$ cat src/rtl/supply_sw_pkg.sv
package supply_sw_pkg;

  // Strobes handed from the control FSM to the measurement datapath.
  typedef struct packed {
    logic runActive;   // reset released and sampled: timers may run
  } ctlStrobe_t;

endpackage

$ cat src/rtl/sw_ctrl.sv
module sw_ctrl
  import supply_sw_pkg::*;
(
  input  logic       clk,
  input  logic       rstAsyncN,
  input  logic       mainAboveSw,
  input  logic       mainAboveBat,
  input  logic       outBelowSwn,
  input  logic       mainAboveSwp,
  input  logic       manSwitch,
  input  logic       resetLvl,
  input  logic       pfoLvl,
  input  logic       mrLvl,
  output logic       onBat,
  output logic       sealActive,
  output ctlStrobe_t strobe
);

  logic onBatQ, sealQ, mainGoodQ, resetPrevQ, runQ;
  logic sealArm, resetRise, sealNext, onBatNext;

  // Seal arms when the main supply drops with both pins held low.
  assign sealArm   = mainGoodQ & ~mainAboveSw & ~pfoLvl & ~mrLvl;
  assign resetRise = resetLvl & ~resetPrevQ;

  always_comb begin
    if (resetRise)    sealNext = 1'b0;
    else if (sealArm) sealNext = 1'b1;
    else              sealNext = sealQ;
  end

  // Source selection: seal beats manual, manual beats automatic rules.
  always_comb begin
    if (sealNext)       onBatNext = 1'b0;
    else if (manSwitch) onBatNext = 1'b1;
    else if (onBatQ)    onBatNext = ~(mainAboveBat | mainAboveSwp);
    else                onBatNext = outBelowSwn & ~mainAboveBat;
  end

  always_ff @(posedge clk or negedge rstAsyncN) begin
    if (!rstAsyncN) begin
      onBatQ     <= 1'b0;
      sealQ      <= 1'b0;
      mainGoodQ  <= 1'b0;
      resetPrevQ <= 1'b0;
      runQ       <= 1'b0;
    end else begin
      onBatQ     <= onBatNext;
      sealQ      <= sealNext;
      mainGoodQ  <= mainAboveSw;
      resetPrevQ <= resetLvl;
      runQ       <= resetLvl;
    end
  end

  assign onBat            = onBatQ;
  assign sealActive       = sealQ;
  assign strobe.runActive = runQ;

endmodule

$ cat src/rtl/sw_datapath.sv
module sw_datapath
  import supply_sw_pkg::*;
#(
  parameter int PERIOD_CYC = 40_000_000,
  parameter int MEAS_CYC   = 5_000
) (
  input  logic       clk,
  input  logic       rstAsyncN,
  input  ctlStrobe_t strobe,
  input  logic       batAboveOk,
  output logic       measEn,
  output logic       battOk
);

  localparam int CNT_W = (PERIOD_CYC > 1) ? $clog2(PERIOD_CYC) : 1;
  localparam logic [CNT_W-1:0] PERIOD_LAST = CNT_W'(PERIOD_CYC - 1);
  localparam logic [CNT_W-1:0] MEAS_LAST   = CNT_W'(MEAS_CYC - 1);
  localparam logic [CNT_W-1:0] MEAS_LEN    = CNT_W'(MEAS_CYC);

  logic [CNT_W-1:0] periodCnt;
  logic             inWindow;

  generate
    if (MEAS_CYC >= PERIOD_CYC) begin : g_always_window
      assign inWindow = 1'b1;
    end else begin : g_part_window
      assign inWindow = periodCnt < MEAS_LEN;
    end
  endgenerate

  always_ff @(posedge clk or negedge rstAsyncN) begin
    if (!rstAsyncN) begin
      periodCnt <= '0;
    end else if (!strobe.runActive) begin
      periodCnt <= '0;
    end else if (periodCnt == PERIOD_LAST) begin
      periodCnt <= '0;
    end else begin
      periodCnt <= periodCnt + 1'b1;
    end
  end

  always_ff @(posedge clk or negedge rstAsyncN) begin
    if (!rstAsyncN) begin
      battOk <= 1'b1;
    end else if (strobe.runActive && periodCnt == MEAS_LAST) begin
      battOk <= batAboveOk;
    end
  end

  assign measEn = strobe.runActive & inWindow;

endmodule

$ cat src/rtl/supply_switchover.sv
module supply_switchover
  import supply_sw_pkg::*;
#(
  parameter int PERIOD_CYC = 40_000_000,
  parameter int MEAS_CYC   = 5_000
) (
  input  logic clk,
  input  logic rstAsyncN,
  input  logic mainAboveSw,
  input  logic mainAboveBat,
  input  logic outBelowSwn,
  input  logic mainAboveSwp,
  input  logic batAboveOk,
  input  logic manSwitch,
  input  logic resetLvl,
  input  logic pfoLvl,
  input  logic mrLvl,
  output logic selBattery,
  output logic battOn,
  output logic measEn,
  output logic battOk
);

  ctlStrobe_t strobe;
  logic       onBat;
  logic       sealActive;

  sw_ctrl ctrl_i (
    .clk          (clk),
    .rstAsyncN    (rstAsyncN),
    .mainAboveSw  (mainAboveSw),
    .mainAboveBat (mainAboveBat),
    .outBelowSwn  (outBelowSwn),
    .mainAboveSwp (mainAboveSwp),
    .manSwitch    (manSwitch),
    .resetLvl     (resetLvl),
    .pfoLvl       (pfoLvl),
    .mrLvl        (mrLvl),
    .onBat        (onBat),
    .sealActive   (sealActive),
    .strobe       (strobe)
  );

  sw_datapath #(
    .PERIOD_CYC (PERIOD_CYC),
    .MEAS_CYC   (MEAS_CYC)
  ) dp_i (
    .clk        (clk),
    .rstAsyncN  (rstAsyncN),
    .strobe     (strobe),
    .batAboveOk (batAboveOk),
    .measEn     (measEn),
    .battOk     (battOk)
  );

  assign selBattery = onBat;
  assign battOn     = onBat;

endmodule

$ cat config.mk
export PLATFORM = sky130hd
export DESIGN_NAME = supply_switchover
export DESIGN_NICKNAME = d
export VERILOG_FILES = /design/src/rtl/supply_sw_pkg.sv /design/src/rtl/sw_ctrl.sv /design/src/rtl/sw_datapath.sv /design/src/rtl/supply_switchover.sv
export SDC_FILE = /design/constraint.sdc
export NUM_CORES = 1
export LEC_CHECK = 0
export BUFFER_PORTS_ARGS = -buffer_cell sky130_fd_sc_hd__clkbuf_2
export CORE_ASPECT_RATIO = 1.5
export CORE_MARGIN = 5
export CORE_UTILIZATION = 50
export CTS_CLUSTER_SIZE = 10
export DETAILED_ROUTE_END_ITERATION = 10
export GPL_TIMING_DRIVEN = 0
export PLACE_DENSITY = 0.7
export RECOVER_POWER = 50
export SLEW_MARGIN = 20
export SYNTH_ARGS = -nofsm -noshare
export SYNTH_HDL_FRONTEND = slang
export SYNTH_SLANG_ARGS = --single-unit
$ cat constraint.sdc
create_clock -name clk -period 1.6 [get_ports clk]
set_input_delay 0.24 -clock clk [delete_from_list [all_inputs] [get_ports clk]]
set_output_delay 0.24 -clock clk [all_outputs]
set_load 0.02 [all_outputs]
# ---- Yosys cells after proc, flatten, opt, wreduce, memory -nomap -nowiden
# Cells that the tools add are included.
dict set report classes {
  reduce_logical 1
  eq_ne 2
  n_lt_le_gt_ge 1
  muxes 7
  n_bitwise 13
  add_sub_neg 1
}
# op n
set op_table {}
lappend op_table {{$mux W26} 2}
lappend op_table {{$add A26 B1 Y26 const B} 1}
lappend op_table {{$eq A26 B13 Y1 const B} 1}
lappend op_table {{$eq A26 B26 Y1 const B} 1}
lappend op_table {{$lt A26 B13 Y1 const B} 1}
lappend op_table {{$and A1 B1 Y1} 6}
lappend op_table {{$not A1 Y1} 6}
lappend op_table {{$mux W1} 5}
lappend op_table {{$logic_and A1 B1 Y1} 1}
lappend op_table {{$or A1 B1 Y1} 1}
dict set report totals {
  in_bits 11
  word_cells 31
  out_inout_bits 4
  ff_bits 31
}

# ---- Logic depth before layout (Yosys ltp)
dict set report depth {
  ltp_word 7
  mapped_depth 6
  mapped_depth_nobuf 5
}

# ---- Modules after synthesis
# A second synthesis with hierarchy kept.
dict set report hier_totals {
  hier_cells 167
  hier_area_um2 1647.8
}
# mod instances area_each_um2 cells_per_inst
set modules_own_cells {}
lappend modules_own_cells {sw_datapath 1 1491.4 155}
lappend modules_own_cells {sw_ctrl 1 148.9 11}
lappend modules_own_cells {supply_switchover 1 7.5 1}

# ---- Least setup slack after synthesis
# OpenSTA, ideal clock, no wires.
dict set report synth_timing {
  kind {register -> output}
  from {register dp_i.periodCnt[6]}
  to {output measEn}
  t_arrival_ns 1.692
  slack_ns -0.332
  stages_incl_launch_ff 4
  path_buffers 0
  required_ns 1.360
  path_cell_list {dfrtp_1 -> or4_1 -> a311o_2 -> a21oi_1}
}
dict set report synth_via {
  elab_chain_cells 2
}
# item line
set synth_rtl {}
lappend synth_rtl {{start: declaration} sw_datapath.sv:20} ;# logic [CNT_W-1:0] periodCnt;
lappend synth_rtl {{start signal: assignment} sw_datapath.sv:39} ;# periodCnt <= periodCnt + 1'b1;
lappend synth_rtl {{$lt A26 B13 Y1} sw_datapath.sv:27} ;# assign inWindow = periodCnt < MEAS_LEN;
lappend synth_rtl {{$and A1 B1 Y1} sw_datapath.sv:51} ;# assign measEn = strobe.runActive & inWindow;
lappend synth_rtl {{end: declaration} supply_switchover.sv:20} ;# output logic measEn,
# Every way passes these cells.

# ---- Worst setup path in the final report
dict set report layout_timing {
  from {register dp_i.periodCnt[5]}
  to {output measEn}
}
# The elaborated chain is that of the path after synthesis.

==> results.md <==
- All-Layer GR Usage: 0.2178
- Max-Cap Viols: 0
- Adder-cell share of the synthesized area: 0.007663
- Total routed wirelength: 4682 um
- DP HPWL: 2747 um
- WL per Instance: 18.36 um
- Initial antenna violation count: 0
- Slowest-stage cell, CP: or4_4
- Leakage power: 0.9012 nW
- Vias in the first global route: 1666
- FP Rows: 25
- Sink Count: 31
- Cells after Synth: 172
- Critical path fanouts, max: 2
- GR Overflow Total: 0
- Synth Cell Area: 0.001633 mm2
- Mean Syn Cell Area: 9.493 um2
- Startpoint type of the worst setup path: register
- Die W: 56.66 um
- Area Growth Syn to Fin: 41.46%
- H-tree levels: 2
- Skew-Pair Late Insertion Delay: 0.28 ns
- Simple-gate share of the synthesized area: 0.2958
- Cell variety after synth: 39
- Finish-stage setup viols: 23
- ANT nets after route: 0
- Clock transition at path regs: 0.06 ns
- VDD IR max: 0.5574 mV
- Worst slew pin tran: 0.7896 ns
- Post-layout net count: 226
- RSZ-0062 raised after global routing: yes
- Top Ports: 15
- DRC: 0
- Ys Warns: 0
- Final hold vios: 0
- Max-slew headroom: 0.4736
- Combinational family with the most area after synthesis: simple AND/OR/NAND/NOR gates
- Post-synthesis mux area share: 0.01303
- R2r endpoint: dp_i.battOk
- Hold Path Class: in2async
- Core Region: 0.003159 mm2
- Fmax: 478.7 MHz
- Clock Root Buffer: clkbuf_8
- Most frequent cells in the layout: dfrtp_1, buf_4, nor2_1, clkbuf_2
- Status: complete, but fails checks
- Initial core utilization: 0.5168
- Post-route setup TNS: -3.943 ns
- Layout Skew: 0.002277 ns
- Share of cells above drive strength 1: 0.4791
- TritonCTS clock tree: built
- Via Count: 1599
- Via density: 6.271
- Die area: 0.004532 mm2
- Overall die height: 79.99 um
- GPL Wtd Cong: 0.8170
- CP Cell Sequence: or4_4, a311o_2, a21oi_4, buf_8
- Iteration-0 DRC Markers: 67
- Largest net degree at the start of global routing: 32
- PnR worst setup slack: -0.4889 ns
- Tcrit/Tclk final: 1.306
- Antenna Cells: 0
- Power density cells: 708.2 mW/mm2
- Clock tree buffer depth: 2
- Hold Buf Count CTS: 0
- CP peak stage delay: 0.54 ns
- First-pass GRT wire length: 7652 um
- Failing checks: negative setup slack
- Register area share after synthesis: 0.4759
- Crit. End Element: primary output
- Critical Path RT: 1.36 ns
- Pre-antenna DRT Iters: 4
- Worst reg-to-reg path cell count: 4
- Dominant cells by area after synthesis: dfrtp_1, nor2_1, a21oi_1
- Synth top area share: 0.4598
- Port bufs: 14
- Post-Place Setup Slack: -0.3715 ns
- Reg2reg start: dp_i.periodCnt[19]
- R2R Setup Slk: -0.36 ns
- Commonest non-fill, non-tap cell in the layout: dfrtp_1
- Final Slew Violations: 0
- Post-Synth XOR/XNOR Area: 0.06437
- Final Critical Period: 2.089 ns
- Syn Nets: 184
- WS Path Type: reg2out
- Synth Area in Compound Gates: 0.1042
- Data arrival time of the critical path: 1.85 ns
- Num CTS Buffers: 5
- FF+latch count, synth: 31
- Cell accounting for the most synthesized area: dfrtp_1
-- critical path, delay by kind of cell, from the launching register on --
kind	cells	cell delay, ns
flip-flops	1	0.40
AO/OA/AOI/OAI	2	0.50
AND/OR/NAND/NOR	1	0.54
buffers and inverters	1	0.12
-- metrics by stage --
step	total power (W)	utilization	cells	cell area, um2	hold WS, ns
2_1_floorplan	0.0008692	-	172	1683	-0.05559
3_3_place_gp	0.0009117	0.5707	226	1803	0.3388
3_5_place_dp	0.0009165	0.5707	226	1803	0.3572
4_1_cts	0.001622	0.6935	251	2191	0.05651
5_1_grt	0.001706	0.7311	255	2310	0.06414
6_report	0.001636	0.7311	255	2310	0.02802
-- kinds of logic (layout without fill, tap and decap cells) --
group / count (synthesis) / in the layout
AND/OR/NAND/NOR: 84 / 84
AO/OA/AOI/OAI: 29 / 29
XOR/XNOR: 12 / 12
flip-flops: 31 / 31
adder cells (fa/ha/maj): 1 / 1
buffers and inverters: 13 / 56
multiplexers: 2 / 2
-- worst max path at each step --
stage | start | end | slack, ns | cells past startpoint
final | dp_i.periodCnt[5] | measEn | -0.49 | 4
after detailed placement | dp_i.periodCnt[19] | dp_i.battOk | -0.37 | 4
after global routing | dp_i.periodCnt[5] | measEn | -0.54 | 4
after CTS | dp_i.periodCnt[5] | measEn | -0.49 | 4
after global placement | dp_i.periodCnt[19] | dp_i.battOk | -0.31 | 4
after floorplan | dp_i.periodCnt[9] | dp_i.periodCnt[23] | -0.11 | 6
-- routing by layer --
layer  wire [um]  global-route usage
met1        1697              0.2324
met2        2582              0.3819
met3         192             0.04854
met4         208              0.1354
met5           0                   0
-- area by class of cell --
cell class,count,area (um2)
buffer,6,67.56
inverter,5,18.77
timing repair buffer,37,275.3
sequential,31,788.3
multi-input combinational,128,1010
clock buffer,8,100.1
fill,213,849.6
tap,40,50.05
-- power breakdown --
part	internal [W]	switching, W	total (W)
sequential	0.000799	0.0000165	0.000815
combinational	0.0000616	0.0000756	0.000137
clock	0.000392	0.000291	0.000683
-- cells in the mapped netlist (all sizes together) --
| master | n |
|---|---|
| or3 | 8 |
| and3 | 2 |
| inv | 5 |
| o31ai | 4 |
| ha | 1 |
| and4 | 5 |
| mux2 | 1 |
| buf | 5 |
| nand2 | 9 |
| mux2i | 1 |
| a311o | 1 |
| nand3 | 9 |
| nand4 | 10 |
| a211oi | 1 |
| dfstp | 1 |
| xor2 | 6 |
| and2 | 2 |
| o21ai | 8 |
| or4 | 5 |
| clkbuf | 3 |
| and4bb | 1 |
| xnor2 | 6 |
| a21oi | 14 |
| nor2 | 24 |
| nand4b | 1 |
| nor4b | 2 |
| o211ai | 1 |
| nor3 | 1 |
| nor4 | 5 |
| dfrtp | 30 |
-- timing repair --
item	CTS	global route
cloned	2	0
pin swaps	11	11
resized for setup	42	32
buffers inserted	16	6
setup endpoints to repair	23	24
-- state kept, by name, summed over array words and instances (netlist names) --
register	cells
dp_i.battOk	1
ctrl_i.sealActive	1
ctrl_i.onBat	1
dp_i.periodCnt	26
ctrl_i.mainGoodQ	1
ctrl_i.resetPrevQ	1
No activity file was read; power rests on OpenSTA's default activity.
